$ cat src/rtl/icr_pkg.sv
package icr_pkg;

  localparam int SEL_W    = 3;
  localparam int WORD_LSB = 2;

  typedef enum logic [SEL_W-1:0] {
    SEL_CTRL   = 3'd0,
    SEL_CAUSE  = 3'd1,
    SEL_MASKED = 3'd2,
    SEL_SET    = 3'd3,
    SEL_MASK   = 3'd4,
    SEL_MSET   = 3'd5,
    SEL_MCLR   = 3'd6,
    SEL_NONE   = 3'd7
  } regSel_e;

  typedef struct packed {
    logic    wrCtrl;
    logic    wrCause;
    logic    wrMasked;
    logic    wrSet;
    logic    wrMask;
    logic    wrMaskSet;
    logic    wrMaskClr;
    logic    rdCause;
    logic    rdMasked;
    logic    rdAny;
    regSel_e rdSel;
  } strobe_t;

endpackage

$ cat src/rtl/icr_ctrl.sv
module icr_ctrl
  import icr_pkg::*;
#(
  parameter int ADDR_W = 5
) (
  input  logic [ADDR_W-1:0] regAddr,
  input  logic              regWr,
  input  logic              regRd,
  output strobe_t           strb
);

  localparam int HI_LSB = WORD_LSB + SEL_W;

  logic             upperZero;
  logic [SEL_W-1:0] wordIdx;
  regSel_e          sel;
  logic             wrEn;
  logic             rdEn;
  logic             unusedLowBits;

  // byte lanes are not decoded
  assign unusedLowBits = ^regAddr[WORD_LSB-1:0];

  generate
    if (ADDR_W > HI_LSB) begin : g_hiDecode
      assign upperZero = (regAddr[ADDR_W-1:HI_LSB] == '0);
    end else begin : g_noHi
      assign upperZero = 1'b1;
    end
  endgenerate

  assign wordIdx = regAddr[WORD_LSB +: SEL_W];
  assign sel     = regSel_e'(wordIdx);
  assign wrEn    = regWr & upperZero;
  assign rdEn    = regRd & upperZero;

  always_comb begin
    strb       = '0;
    strb.rdSel = SEL_NONE;
    if (wrEn) begin
      case (sel)
        SEL_CTRL:   strb.wrCtrl    = 1'b1;
        SEL_CAUSE:  strb.wrCause   = 1'b1;
        SEL_MASKED: strb.wrMasked  = 1'b1;
        SEL_SET:    strb.wrSet     = 1'b1;
        SEL_MASK:   strb.wrMask    = 1'b1;
        SEL_MSET:   strb.wrMaskSet = 1'b1;
        SEL_MCLR:   strb.wrMaskClr = 1'b1;
        default:    ;
      endcase
    end
    if (rdEn) begin
      strb.rdAny    = 1'b1;
      strb.rdSel    = sel;
      strb.rdCause  = (sel == SEL_CAUSE);
      strb.rdMasked = (sel == SEL_MASKED);
    end
  end

endmodule

$ cat src/rtl/icr_datapath.sv
module icr_datapath
  import icr_pkg::*;
#(
  parameter int NUM_SRC = 32
) (
  input  logic               clk,
  input  logic               rst_n,
  input  strobe_t            strb,
  input  logic [NUM_SRC-1:0] regWdata,
  input  logic [NUM_SRC-1:0] hwEvent,
  output logic [NUM_SRC-1:0] regRdata,
  output logic [NUM_SRC-1:0] causeQ,
  output logic [NUM_SRC-1:0] maskQ
);

  logic [NUM_SRC-1:0] ctrlQ;
  logic [NUM_SRC-1:0] maskedView;
  logic [NUM_SRC-1:0] w1cClr;
  logic [NUM_SRC-1:0] corClr;
  logic [NUM_SRC-1:0] setBits;
  logic [NUM_SRC-1:0] causeNext;
  logic [NUM_SRC-1:0] maskNext;
  logic [NUM_SRC-1:0] rdMux;

  assign maskedView = causeQ & ~maskQ;

  always_comb begin
    w1cClr = '0;
    if (strb.wrCause)  w1cClr = w1cClr | (regWdata & ~ctrlQ);
    if (strb.wrMasked) w1cClr = w1cClr | (regWdata & ~ctrlQ & ~maskQ);
  end

  always_comb begin
    corClr = '0;
    if (strb.rdCause)  corClr = corClr | (causeQ & ctrlQ);
    if (strb.rdMasked) corClr = corClr | (maskedView & ctrlQ);
  end

  assign setBits   = strb.wrSet ? regWdata : '0;
  // a new event outranks any clear in the same cycle
  assign causeNext = (causeQ & ~(w1cClr | corClr)) | setBits | hwEvent;

  always_comb begin
    if (strb.wrMask) begin
      maskNext = regWdata;
    end else begin
      maskNext = maskQ;
      if (strb.wrMaskSet) maskNext = maskNext | regWdata;
      if (strb.wrMaskClr) maskNext = maskNext & ~regWdata;
    end
  end

  always_comb begin
    case (strb.rdSel)
      SEL_CTRL:   rdMux = ctrlQ;
      SEL_CAUSE:  rdMux = causeQ;
      SEL_MASKED: rdMux = maskedView;
      SEL_MASK:   rdMux = maskQ;
      default:    rdMux = '0;
    endcase
  end

  always_ff @(posedge clk or negedge rst_n) begin
    if (!rst_n) begin
      ctrlQ    <= '0;
      causeQ   <= '0;
      maskQ    <= '0;
      regRdata <= '0;
    end else begin
      if (strb.wrCtrl) ctrlQ <= regWdata;
      causeQ   <= causeNext;
      maskQ    <= maskNext;
      regRdata <= strb.rdAny ? rdMux : '0;
    end
  end

endmodule

$ cat src/rtl/icr_bank.sv
module icr_bank
  import icr_pkg::*;
#(
  parameter int NUM_SRC = 32,
  parameter int ADDR_W  = 5
) (
  input  logic               clk,
  input  logic               rst_n,
  input  logic [ADDR_W-1:0]  regAddr,
  input  logic               regWr,
  input  logic [NUM_SRC-1:0] regWdata,
  input  logic               regRd,
  input  logic [NUM_SRC-1:0] hwEvent,
  output logic [NUM_SRC-1:0] regRdata,
  output logic               irqOut
);

  strobe_t            strb;
  logic [NUM_SRC-1:0] causeQ;
  logic [NUM_SRC-1:0] maskQ;

  icr_ctrl #(.ADDR_W(ADDR_W)) i_ctrl (
    .regAddr (regAddr),
    .regWr   (regWr),
    .regRd   (regRd),
    .strb    (strb)
  );

  icr_datapath #(.NUM_SRC(NUM_SRC)) i_datapath (
    .clk      (clk),
    .rst_n    (rst_n),
    .strb     (strb),
    .regWdata (regWdata),
    .hwEvent  (hwEvent),
    .regRdata (regRdata),
    .causeQ   (causeQ),
    .maskQ    (maskQ)
  );

  always_ff @(posedge clk or negedge rst_n) begin
    if (!rst_n) irqOut <= 1'b0;
    else        irqOut <= |(causeQ & ~maskQ);
  end

endmodule

$ cat config.mk
export PLATFORM = sky130hd
export DESIGN_NAME = icr_bank
export DESIGN_NICKNAME = d
export VERILOG_FILES = /design/src/rtl/icr_pkg.sv /design/src/rtl/icr_ctrl.sv /design/src/rtl/icr_datapath.sv /design/src/rtl/icr_bank.sv
export SDC_FILE = /design/constraint.sdc
export NUM_CORES = 1
export LEC_CHECK = 0
export BUFFER_PORTS_ARGS = -buffer_cell sky130_fd_sc_hd__clkbuf_2
export CELL_PAD_IN_SITES_DETAIL_PLACEMENT = 0
export CELL_PAD_IN_SITES_GLOBAL_PLACEMENT = 1
export CORE_MARGIN = 1.5
export CORE_UTILIZATION = 30
export CTS_CLUSTER_DIAMETER = 40
export CTS_CLUSTER_SIZE = 12
export DETAILED_ROUTE_END_ITERATION = 8
export PLACE_DENSITY = 0.67
export SYNTH_ARGS = -nofsm -noshare
export SYNTH_HDL_FRONTEND = slang
export SYNTH_SLANG_ARGS = --single-unit
$ cat constraint.sdc
create_clock -name clk -period 1.2 [get_ports clk]
set_input_delay 0.06 -clock clk [delete_from_list [all_inputs] [get_ports clk]]
set_output_delay 0.06 -clock clk [all_outputs]
set_load 0.03 [all_outputs]
==> key figures, run 1 <==
STA
  – Final Setup Violations: 2
  – RSZ-0062 raised after global routing: true
  – Count of final max-slew check failures: 0
  – Final Skew: 0.00660 ns
  – Hold_ws: 0.117 ns
  – Tightest Pin Transition: 0.413 ns
  – Slew headroom: 72.5%
  – Fin crit period: 1.20 ns
  – FMAX: 831 MHz
  – Final setup TNS: -0.00402 ns
  – Post-route setup slack: -0.00303 ns
  – Part of the cycle the worst path needs: 100%
  – Hold Vio Cnt, Final: 0

Power and ir drop
  – Peak supply drop: 0.743 mV
  – Clock power share: 37.9%
  – Share of power burned in registers: 39.2%
  – Comb pwr share: 23.0%
  – Pint: 9840 µW
  – Net Sw Frac: 27.9%
  – Leakage power: 0.00445 µW
  – Net Sw Power: 3820 µW
  – PD cells: 1410 mW/mm²

Worst setup path
  – Critical-path cell list: inv_1 > o22ai_2 > nor4_2 > buf_4 > nand4_1
  – Critical Path Fanout Max: 2
  – CP endpoint kind: flip-flop
  – Capturing point of the worst reg2reg path: irqOut$_DFF_PN0_
  – Startpoint Class: flip-flop
  – Critical Path AT: 1.48 ns
  – Critical Path Max Stage Delay: 0.40 ns
  – CP required: 1.47 ns
  – CP Class: reg -> reg
  – R2R cell count: 5
  – Slowest cell on the critical path: dfrtp_1
  – RR Startpoint: i_datapath.causeQ[17]$_DFF_PN0_
  – Setup slack, reg-to-reg: -0.003 ns

Clocking
  – # H-tree levels: 4
  – Root Buffer: clkbuf_16
  – Reg clk slew, reported paths: 0.06 ns
  – Clock buffer depth: 2
  – Total CTS buffers: 17
  – Worst skew pair latency: 0.42 ns
  – CTS sink count: 129
  – CTS tree: built

Place
  – Number of port buffers: 103
  – Placed instance area: 0.00822 mm²
  – Final Wtd Congestion: 0.787
  – DPL Wire Length: 14000 µm
  – # placed instances: 1094

Drt
  – Routed vias: 6158
  – Final WL: 21600 µm
  – DRT iter0 DRCs: 385
  – Antenna Nets Post-Route: 0
  – Vias per cell: 5.11
  – DRC errors left: 0
  – First drt pass iteration count: 5
  – Wire per inst: 17.9 µm

Logic synthesis
  – Synth Warn #: 0
  – Most common cell in the netlist: dfrtp_1
  – Mapped Area: 0.00643 mm²
  – Netlist cell types: 28
  – Sequential-to-total area share from yosys stat: 50.2%
  – Yosys top cell area share: 50.2%
  – Post-synthesis net count: 727
  – Synth top area cells: dfrtp_1 (50%), o21ai_0 (9.9%), a221o_1 (5.0%)
  – Synth Flop Type: dfrtp_1
  – Seq cells post-synth: 129
  – Post-synth EDFFs: 0
  – Cells after Synth: 654
  – Post-synth top cells: dfrtp_1 (129), o21ai_0 (127), nand2_1 (65)
  – Syn avg cell area: 9.83 µm²
  – Ys async rst share: 100%
  – Area leader, netlist: dfrtp_1

Cells and area
  – N_diodes: 0
  – Design area: 0.00967 mm²
  – Layout cell share with drive strength beyond 1: 35.1%
  – Nets: 989
  – Layout Area Growth over Synthesis: 50.5%
  – Final Core Density: 46.0%
  – Final std cells w/o fill: 1204

Die
  – Initial Utilization: 30.6%
  – CORE AREA: 0.0210 mm²
  – Die W: 149 µm
  – Die Area: 0.0223 mm²
  – Die height: 149 µm
  – I/O pin count: 106
  – Row Count: 53

Global route
  – Largest net degree at the start of global routing: 45
  – GRT Residual Overflow: 0
  – Vias in the first global route: 5909
  – GR Util All Layers: 20.1%
  – First-pass GRT wire length: 33800 µm
  – Antenna violations before repair: 0

Min path
  – Hold Crit Class: in -> async

Run
  – Max Cap Viol: 0

Status
  – Failing checks: setup timing
  – Status: finished, violations left
==> cells in the final DEF, fill, tap and decap left out, types with 2 or more instances in the layout <==
cell / count
nand2_1: 65
nand2b_4: 2
dlygate4sd3_1: 65
nor2_4: 11
o211ai_1: 32
a22oi_1: 32
inv_1: 31
buf_6: 15
clkbuf_2: 102
clkinv_2: 3
nor2_2: 21
o22ai_1: 15
o21ai_1: 38
o21ai_0: 89
inv_2: 2
nor4_2: 3
dfrtp_1: 124
a22o_1: 32
clkbuf_16: 17
clkbuf_8: 7
mux2_2: 27
buf_4: 87
a221o_1: 32
mux2_1: 5
buf_12: 16
nand2b_1: 34
clkbuf_1: 4
dfrtp_2: 5
==> worst max-delay path: cells and delay by family, from the launching register on <==
family | cells | cell delay [ns]
buffers and inverters | 2 | 0.23
flip-flops | 1 | 0.40
AND/OR/NAND/NOR | 2 | 0.36
AO/OA/AOI/OAI | 1 | 0.07
==> cell families (layout without fill, tap and decap cells) <==
family / count (synthesis) / in the layout / share of synthesized area (%)
buffers and inverters: 75 / 350 / 4.93
and+or+nand+nor: 146 / 146 / 10.9
DFF: 129 / 129 / 50.2
AOI/OAI and AO/OA: 272 / 272 / 28.3
muxes: 32 / 32 / 5.61
==> per-stage QoR <==
step	total power [µW]	setup slack, ns
6_report	13700	-0.00303
5_1_grt	14300	-0.0924
4_1_cts	13500	-0.0233
3_5_place_dp	8170	-0.233
3_3_place_gp	8140	-0.193
2_1_floorplan	6710	-0.0431
==> how the worst max path moves through the flow <==
stage	startpoint	to	slack [ns]
floorplan	regAddr[2]	i_datapath.causeQ[3]$_DFF_PN0_	-0.04
global placement	regAddr[4]	i_datapath.causeQ[30]$_DFF_PN0_	-0.19
detailed placement	regAddr[4]	i_datapath.causeQ[30]$_DFF_PN0_	-0.23
CTS	i_datapath.causeQ[24]$_DFF_PN0_	irqOut$_DFF_PN0_	-0.02
global route	i_datapath.causeQ[25]$_DFF_PN0_	irqOut$_DFF_PN0_	-0.09
finish	i_datapath.causeQ[17]$_DFF_PN0_	irqOut$_DFF_PN0_	-0.003
==> power groups by stage <==
| stage | Combinational (µW) | Clock (µW) | Sequential [µW] |
|---|---|---|---|
| floorplan | 1080 | 0 | 5630 |
| global placement | 2750 | 0 | 5390 |
| detailed placement | 2770 | 0 | 5410 |
| CTS | 2970 | 5230 | 5340 |
| global route | 3410 | 5430 | 5430 |
| finish | 3140 | 5170 | 5350 |
==> timing repair <==
action | in CTS | in global routing
endpoints found under the setup margin | 3 | 24
pin swaps | 5 | 18
gates resized for setup | 3 | 40
endpoints found under the hold margin | 225 | 0
buffers inserted | 3 | 10
cloned | 0 | 0
hold buffers | 65 | 0
==> cell type report <==
| cell class | instances | area [µm²] |
|---|---|---|
| clock buffers | 28 | 537 |
| well taps | 275 | 344 |
| fillers | 2030 | 11300 |
| multi-input cells | 450 | 3090 |
| inverters | 33 | 124 |
| clock inverters | 4 | 45.0 |
| repair buffers | 285 | 2300 |
| flip-flops and latches | 129 | 3230 |
==> routing by layer <==
| layer | routed length, µm | GRT usage (%) | share of wire [%] | vias up |
|---|---|---|---|---|
| met1 | 9750 | 26.5 | 45 | 2992 |
| li1 | - | - | - | 2953 |
| met3 | 938 | 4.13 | 4.3 | 31 |
| met4 | 404 | 6.34 | 1.9 | 0 |
| met2 | 10500 | 33.0 | 49 | 182 |
| met5 | 0 | 0 | 0 | - |
No activity file was read; power rests on OpenSTA's default activity.
==> inputs of run 2 (changes only) <==
--- a/config.mk
+++ b/config.mk
@@ -14,6 +14,7 @@
 export CTS_CLUSTER_SIZE = 12
 export DETAILED_ROUTE_END_ITERATION = 8
 export PLACE_DENSITY = 0.67
+export RECOVER_POWER = 25
 export SYNTH_ARGS = -nofsm -noshare
 export SYNTH_HDL_FRONTEND = slang
 export SYNTH_SLANG_ARGS = --single-unit
==> key figures, run 2 (synthesis gave the netlist of run 1 again) <==
Status
  – Status: finished, violations left
  – Failing checks: setup timing

STA
  – Fin crit period: 1.20 ns
  – Final Setup Violations: 2
  – Part of the cycle the worst path needs: 100%
  – Slew headroom: 29.5%
  – Final Skew: 0.00665 ns
  – Tightest Pin Transition: 1.06 ns
  – Final setup TNS: -0.00347 ns
  – Post-route setup slack: -0.00251 ns
  – RSZ-0062 raised after global routing: true
  – Hold Vio Cnt, Final: 0
  – Count of final max-slew check failures: 0
  – FMAX: 832 MHz

Min path
  – Hold Crit Class: in -> reg

Global route
  – First-pass GRT wire length: 33800 µm
  – GRT Residual Overflow: 0
  – Largest net degree at the start of global routing: 45
  – Antenna violations before repair: 0
  – Vias in the first global route: 5909
  – GR Util All Layers: 20.1%

Drt
  – Vias per cell: 5.14
  – Final WL: 21600 µm
  – First drt pass iteration count: 5
  – Antenna Nets Post-Route: 0
  – DRC errors left: 0
  – DRT iter0 DRCs: 362
  – Routed vias: 6183
  – Wire per inst: 18.0 µm

Die
  – Die Area: 0.0223 mm²
  – Row Count: 53
  – Die height: 149 µm
  – I/O pin count: 106
  – Initial Utilization: 30.6%
  – Die W: 149 µm
  – CORE AREA: 0.0210 mm²

Worst setup path
  – CP Class: reg -> reg
  – CP required: 1.47 ns
  – Startpoint Class: flip-flop
  – Critical Path AT: 1.48 ns
  – Critical Path Fanout Max: 2
  – CP endpoint kind: flip-flop

Cells and area
  – Layout cell share with drive strength beyond 1: 35.1%
  – Final std cells w/o fill: 1204
  – Area of the multi-input gates: 0.00309 mm²
  – Most common cell after layout, fill and taps aside: dfrtp_1
  – Most frequent cells in the layout: dfrtp_1 (124), clkbuf_2 (103), o21ai_0 (89), buf_4 (87)
  – Nets: 989
  – Layout Area Growth over Synthesis: 50.2%
  – Design area: 0.00965 mm²
  – Fillers: 2032
  – Sequential standard cell area: 0.00323 mm²
  – N_diodes: 0

Place
  – # placed instances: 1094
  – Pre-CTS WS: -0.233 ns
  – Final Wtd Congestion: 0.787
  – Number of port buffers: 103
  – Placed instance area: 0.00822 mm²
  – DPL Wire Length: 14000 µm

Clocking
  – Clock buffer depth: 2
  – Root Buffer: clkbuf_16
  – # H-tree levels: 4
  – Worst skew pair latency: 0.42 ns
  – Total CTS buffers: 17
  – Reg clk slew, reported paths: 0.06 ns
  – CTS tree: built
  – CTS sink count: 129

Power and ir drop
  – Peak supply drop: 0.742 mV
  – Overall Power: 13700 µW
  – Leakage power: 0.00445 µW
  – PD cells: 1410 mW/mm²

Run
  – Max Cap Viol: 0
[run 2: through the flow]
stage	utilization [%]	hold WS, ns
after global placement	39.1	-0.00518
after CTS	45.1	0.116
after global routing	45.9	0.342
after detailed placement	39.1	0.00522
after floorplan	-	-0.236
final	45.9	0.324
[run 2: path summary, 6_finish.rpt]
kind                                                 start                                to  slack, ns  cells after the start
min reg2reg                                      flip-flop                         flip-flop       0.54                      1
max reg2reg                i_datapath.causeQ[17]$_DFF_PN0_                  irqOut$_DFF_PN0_     -0.003                      5
max                        i_datapath.causeQ[17]$_DFF_PN0_                  irqOut$_DFF_PN0_     -0.003                      5
min                                             regAddr[2]  i_datapath.ctrlQ[30]$_DFFE_PN0P_       0.32                      5
min in group asynchronous                            rst_n   i_datapath.ctrlQ[9]$_DFFE_PN0P_       0.37                      2
max in group asynchronous                            rst_n    i_datapath.causeQ[3]$_DFF_PN0_       0.11                      3
[run 2: critical path: stages, from the launching register on]
cell     delay, ns
dfrtp_1       0.40
inv_1         0.08
o22ai_2       0.07
nor4_2        0.26
buf_4         0.15
nand4_1       0.10
[run 2: layer usage]
| metal | vias to the layer above | share of wire [%] | wire [µm] | global-route usage [%] |
|---|---|---|---|---|
| met3 | 35 | 4.0 | 860 | 4.13 |
| met1 | 3024 | 46 | 9840 | 26.5 |
| met5 | - | 0 | 0 | 0 |
| li1 | 2949 | - | - | - |
| met4 | 0 | 2.0 | 430 | 6.34 |
| met2 | 175 | 49 | 10500 | 33.0 |
[run 2: layout make-up]
type | count | share of cell area (%)
Clock buffer | 28 | 5.56
Sequential cell | 129 | 33.5
Inverter | 33 | 1.28
Tap cell | 275 | 3.56
Timing Repair Buffer | 285 | 23.6
Clock inverter | 4 | 0.467
Multi-Input combinational cell | 450 | 32.0
[run 2: report_power, final]
part / internal (µW) / switching (µW)
Combinational: 1680 / 1450
Clock: 3230 / 1940
Sequential: 4930 / 423
Total: 9840 / 3820
[run 2: what timing repair did]
item,in CTS,in global routing
pin swaps,5,18
buffers inserted,3,10
hold buffers,65,0
hold endpoints to repair,225,0
setup endpoints to repair,3,24
gates resized for setup,3,40
==> inputs of run 3 (changes only) <==
--- a/config.mk
+++ b/config.mk
@@ -5,15 +5,14 @@
 export SDC_FILE = /design/constraint.sdc
 export NUM_CORES = 1
 export LEC_CHECK = 0
-export BUFFER_PORTS_ARGS = -buffer_cell sky130_fd_sc_hd__clkbuf_2
 export CELL_PAD_IN_SITES_DETAIL_PLACEMENT = 0
 export CELL_PAD_IN_SITES_GLOBAL_PLACEMENT = 1
-export CORE_MARGIN = 1.5
 export CORE_UTILIZATION = 30
 export CTS_CLUSTER_DIAMETER = 40
 export CTS_CLUSTER_SIZE = 12
 export DETAILED_ROUTE_END_ITERATION = 8
-export PLACE_DENSITY = 0.67
+export DONT_BUFFER_PORTS = 1
+export PLACE_DENSITY = 0.61
 export RECOVER_POWER = 25
 export SYNTH_ARGS = -nofsm -noshare
 export SYNTH_HDL_FRONTEND = slang
==> key figures, run 3 (synthesis gave the netlist of run 1 again) <==
STA
  – Final Setup Violations: 2
  – Final Skew: 0.00695 ns
  – Slew headroom: 71.1%
  – Fin crit period: 1.23 ns
  – RSZ-0062 raised after global routing: true
  – Hold Vio Cnt, Final: 129
  – Part of the cycle the worst path needs: 102%
  – Hold_ws: -0.662 ns
  – Post-route setup slack: -0.0259 ns
  – Tightest Pin Transition: 0.434 ns
  – Count of final max-slew check failures: 0
  – FMAX: 816 MHz

Die
  – Die Area: 0.0220 mm²
  – CORE AREA: 0.0210 mm²
  – Die height: 148 µm
  – I/O pin count: 106
  – Die W: 148 µm
  – Initial Utilization: 30.6%
  – Row Count: 53

Place
  – DPL Wire Length: 13700 µm
  – Final Wtd Congestion: 0.787
  – Number of port buffers: 0

Worst setup path
  – CP Class: reg -> reg
  – CP endpoint kind: flip-flop
  – RR Startpoint: i_datapath.causeQ[20]$_DFF_PN0_
  – CP required: 1.48 ns
  – Critical Path AT: 1.51 ns
  – Startpoint Class: flip-flop
  – Capturing point of the worst reg2reg path: irqOut$_DFF_PN0_
  – Setup slack, reg-to-reg: -0.03 ns
  – Critical Path Fanout Max: 4
  – R2R cell count: 5

Cells and area
  – Final Core Density: 42.2%
  – Area of the multi-input gates: 0.00314 mm²
  – Layout cell share with drive strength beyond 1: 25.7%
  – Nets: 855
  – Most frequent cells in the layout: dfrtp_1 (120), o21ai_0 (75), buf_4 (69), nand2_1 (65), dlygate4sd3_1 (64)
  – Layout Area Growth over Synthesis: 38.1%
  – Sequential standard cell area: 0.00324 mm²
  – Fillers: 1965
  – Most common cell after layout, fill and taps aside: dfrtp_1
  – N_diodes: 0

Drt
  – Antenna Nets Post-Route: 0
  – DRT iter0 DRCs: 496
  – Wire per inst: 21.3 µm
  – Top Layer Used: met4
  – Met2 routed WL: 10900 µm
  – M1 WL: 10000 µm
  – Vias per cell: 5.58
  – Routed vias: 5960
  – DRC errors left: 2
  – Final WL: 22700 µm
  – First drt pass iteration count: 7
  – Met3 wire length: 1310 µm

Status
  – Status: finished, violations left
  – Failing checks: DRC, hold timing, setup timing

Clocking
  – Root Buffer: clkbuf_16
  – Worst skew pair latency: 0.42 ns
  – Total CTS buffers: 17
  – CTS tree: built
  – Reg clk slew, reported paths: 0.06 ns
  – # H-tree levels: 4
  – Clock buffer depth: 2
  – CTS Hold Bufs: 64
  – CTS sink count: 129

Global route
  – First-pass GRT wire length: 35200 µm
  – GR Util All Layers: 21.2%
  – Largest net degree at the start of global routing: 130
  – GRT Residual Overflow: 0
  – Antenna violations before repair: 0
  – Vias in the first global route: 6186

Power and ir drop
  – Peak supply drop: 0.665 mV
  – PD cells: 1490 mW/mm²
  – Leakage power: 0.00385 µW

Min path
  – Hold Crit Class: in -> async

Run
  – Max Cap Viol: 0
run 3: how the worst max path moves through the flow:
stage | from | to | cells past startpoint
6_report | i_datapath.causeQ[20]$_DFF_PN0_ | irqOut$_DFF_PN0_ | 5
4_1_cts | i_datapath.causeQ[20]$_DFF_PN0_ | irqOut$_DFF_PN0_ | 5
3_3_place_gp | i_datapath.causeQ[25]$_DFF_PN0_ | irqOut$_DFF_PN0_ | 5
3_5_place_dp | i_datapath.causeQ[25]$_DFF_PN0_ | irqOut$_DFF_PN0_ | 5
2_1_floorplan | regAddr[2] | i_datapath.causeQ[3]$_DFF_PN0_ | 7
5_1_grt | i_datapath.causeQ[20]$_DFF_PN0_ | irqOut$_DFF_PN0_ | 5
run 3: report_power, final:
group          internal, µW  switching [µW]  leakage [µW]
logic                  1420            1040       0.00209
registers              4940             714       0.00149
clock network          3250            1880      0.000279
run 3: area by class of cell:
class / count / area share (%)
inverter: 33 / 1.40
sequential: 129 / 36.5
timing repair buffer: 151 / 16.4
multi-input combinational: 450 / 35.4
clock inverter: 5 / 0.874
clock buffer: 25 / 5.58
tap: 275 / 3.88
run 3: critical path, cell delays in order (launching register included):
cell and delay (ns):
dfrtp_1 0.41, inv_1 0.08, o22ai_2 0.07, nor4_2 0.31, buf_4 0.16, nand4_1 0.06
run 3: per-stage QoR:
| stage | TNS (ns) | total power, µW | worst slack (ns) | std cells | instance area [µm²] |
|---|---|---|---|---|---|
| final | -0.0414 | 13200 | -0.0259 | 1068 | 8880 |
| after global routing | -0.224 | 13800 | -0.107 | 1068 | 8880 |
| after CTS | -0.0418 | 13000 | -0.0314 | 1052 | 8620 |
| after detailed placement | -1.81 | 7580 | -0.0861 | 956 | 7370 |
| after global placement | -1.25 | 7500 | -0.106 | 956 | 7370 |
| after floorplan | -1.13 | 6710 | -0.0431 | 654 | 6620 |
run 3: per-layer routing:
metal / GRT usage [%] / vias up
met2: 33.9 / 238
met4: 9.38 / 0
met5: 0 / -
li1: - / 2683
met1: 27.2 / 2991
met3: 5.12 / 48
run 3: timing repair:
action / CTS / global route
hold endpoints to repair: 225 / 129
setup endpoints to repair: 3 / 30
pin swaps: 2 / 20
buffers inserted: 2 / 16
gates resized for setup: 6 / 57
cloned: 0 / 0
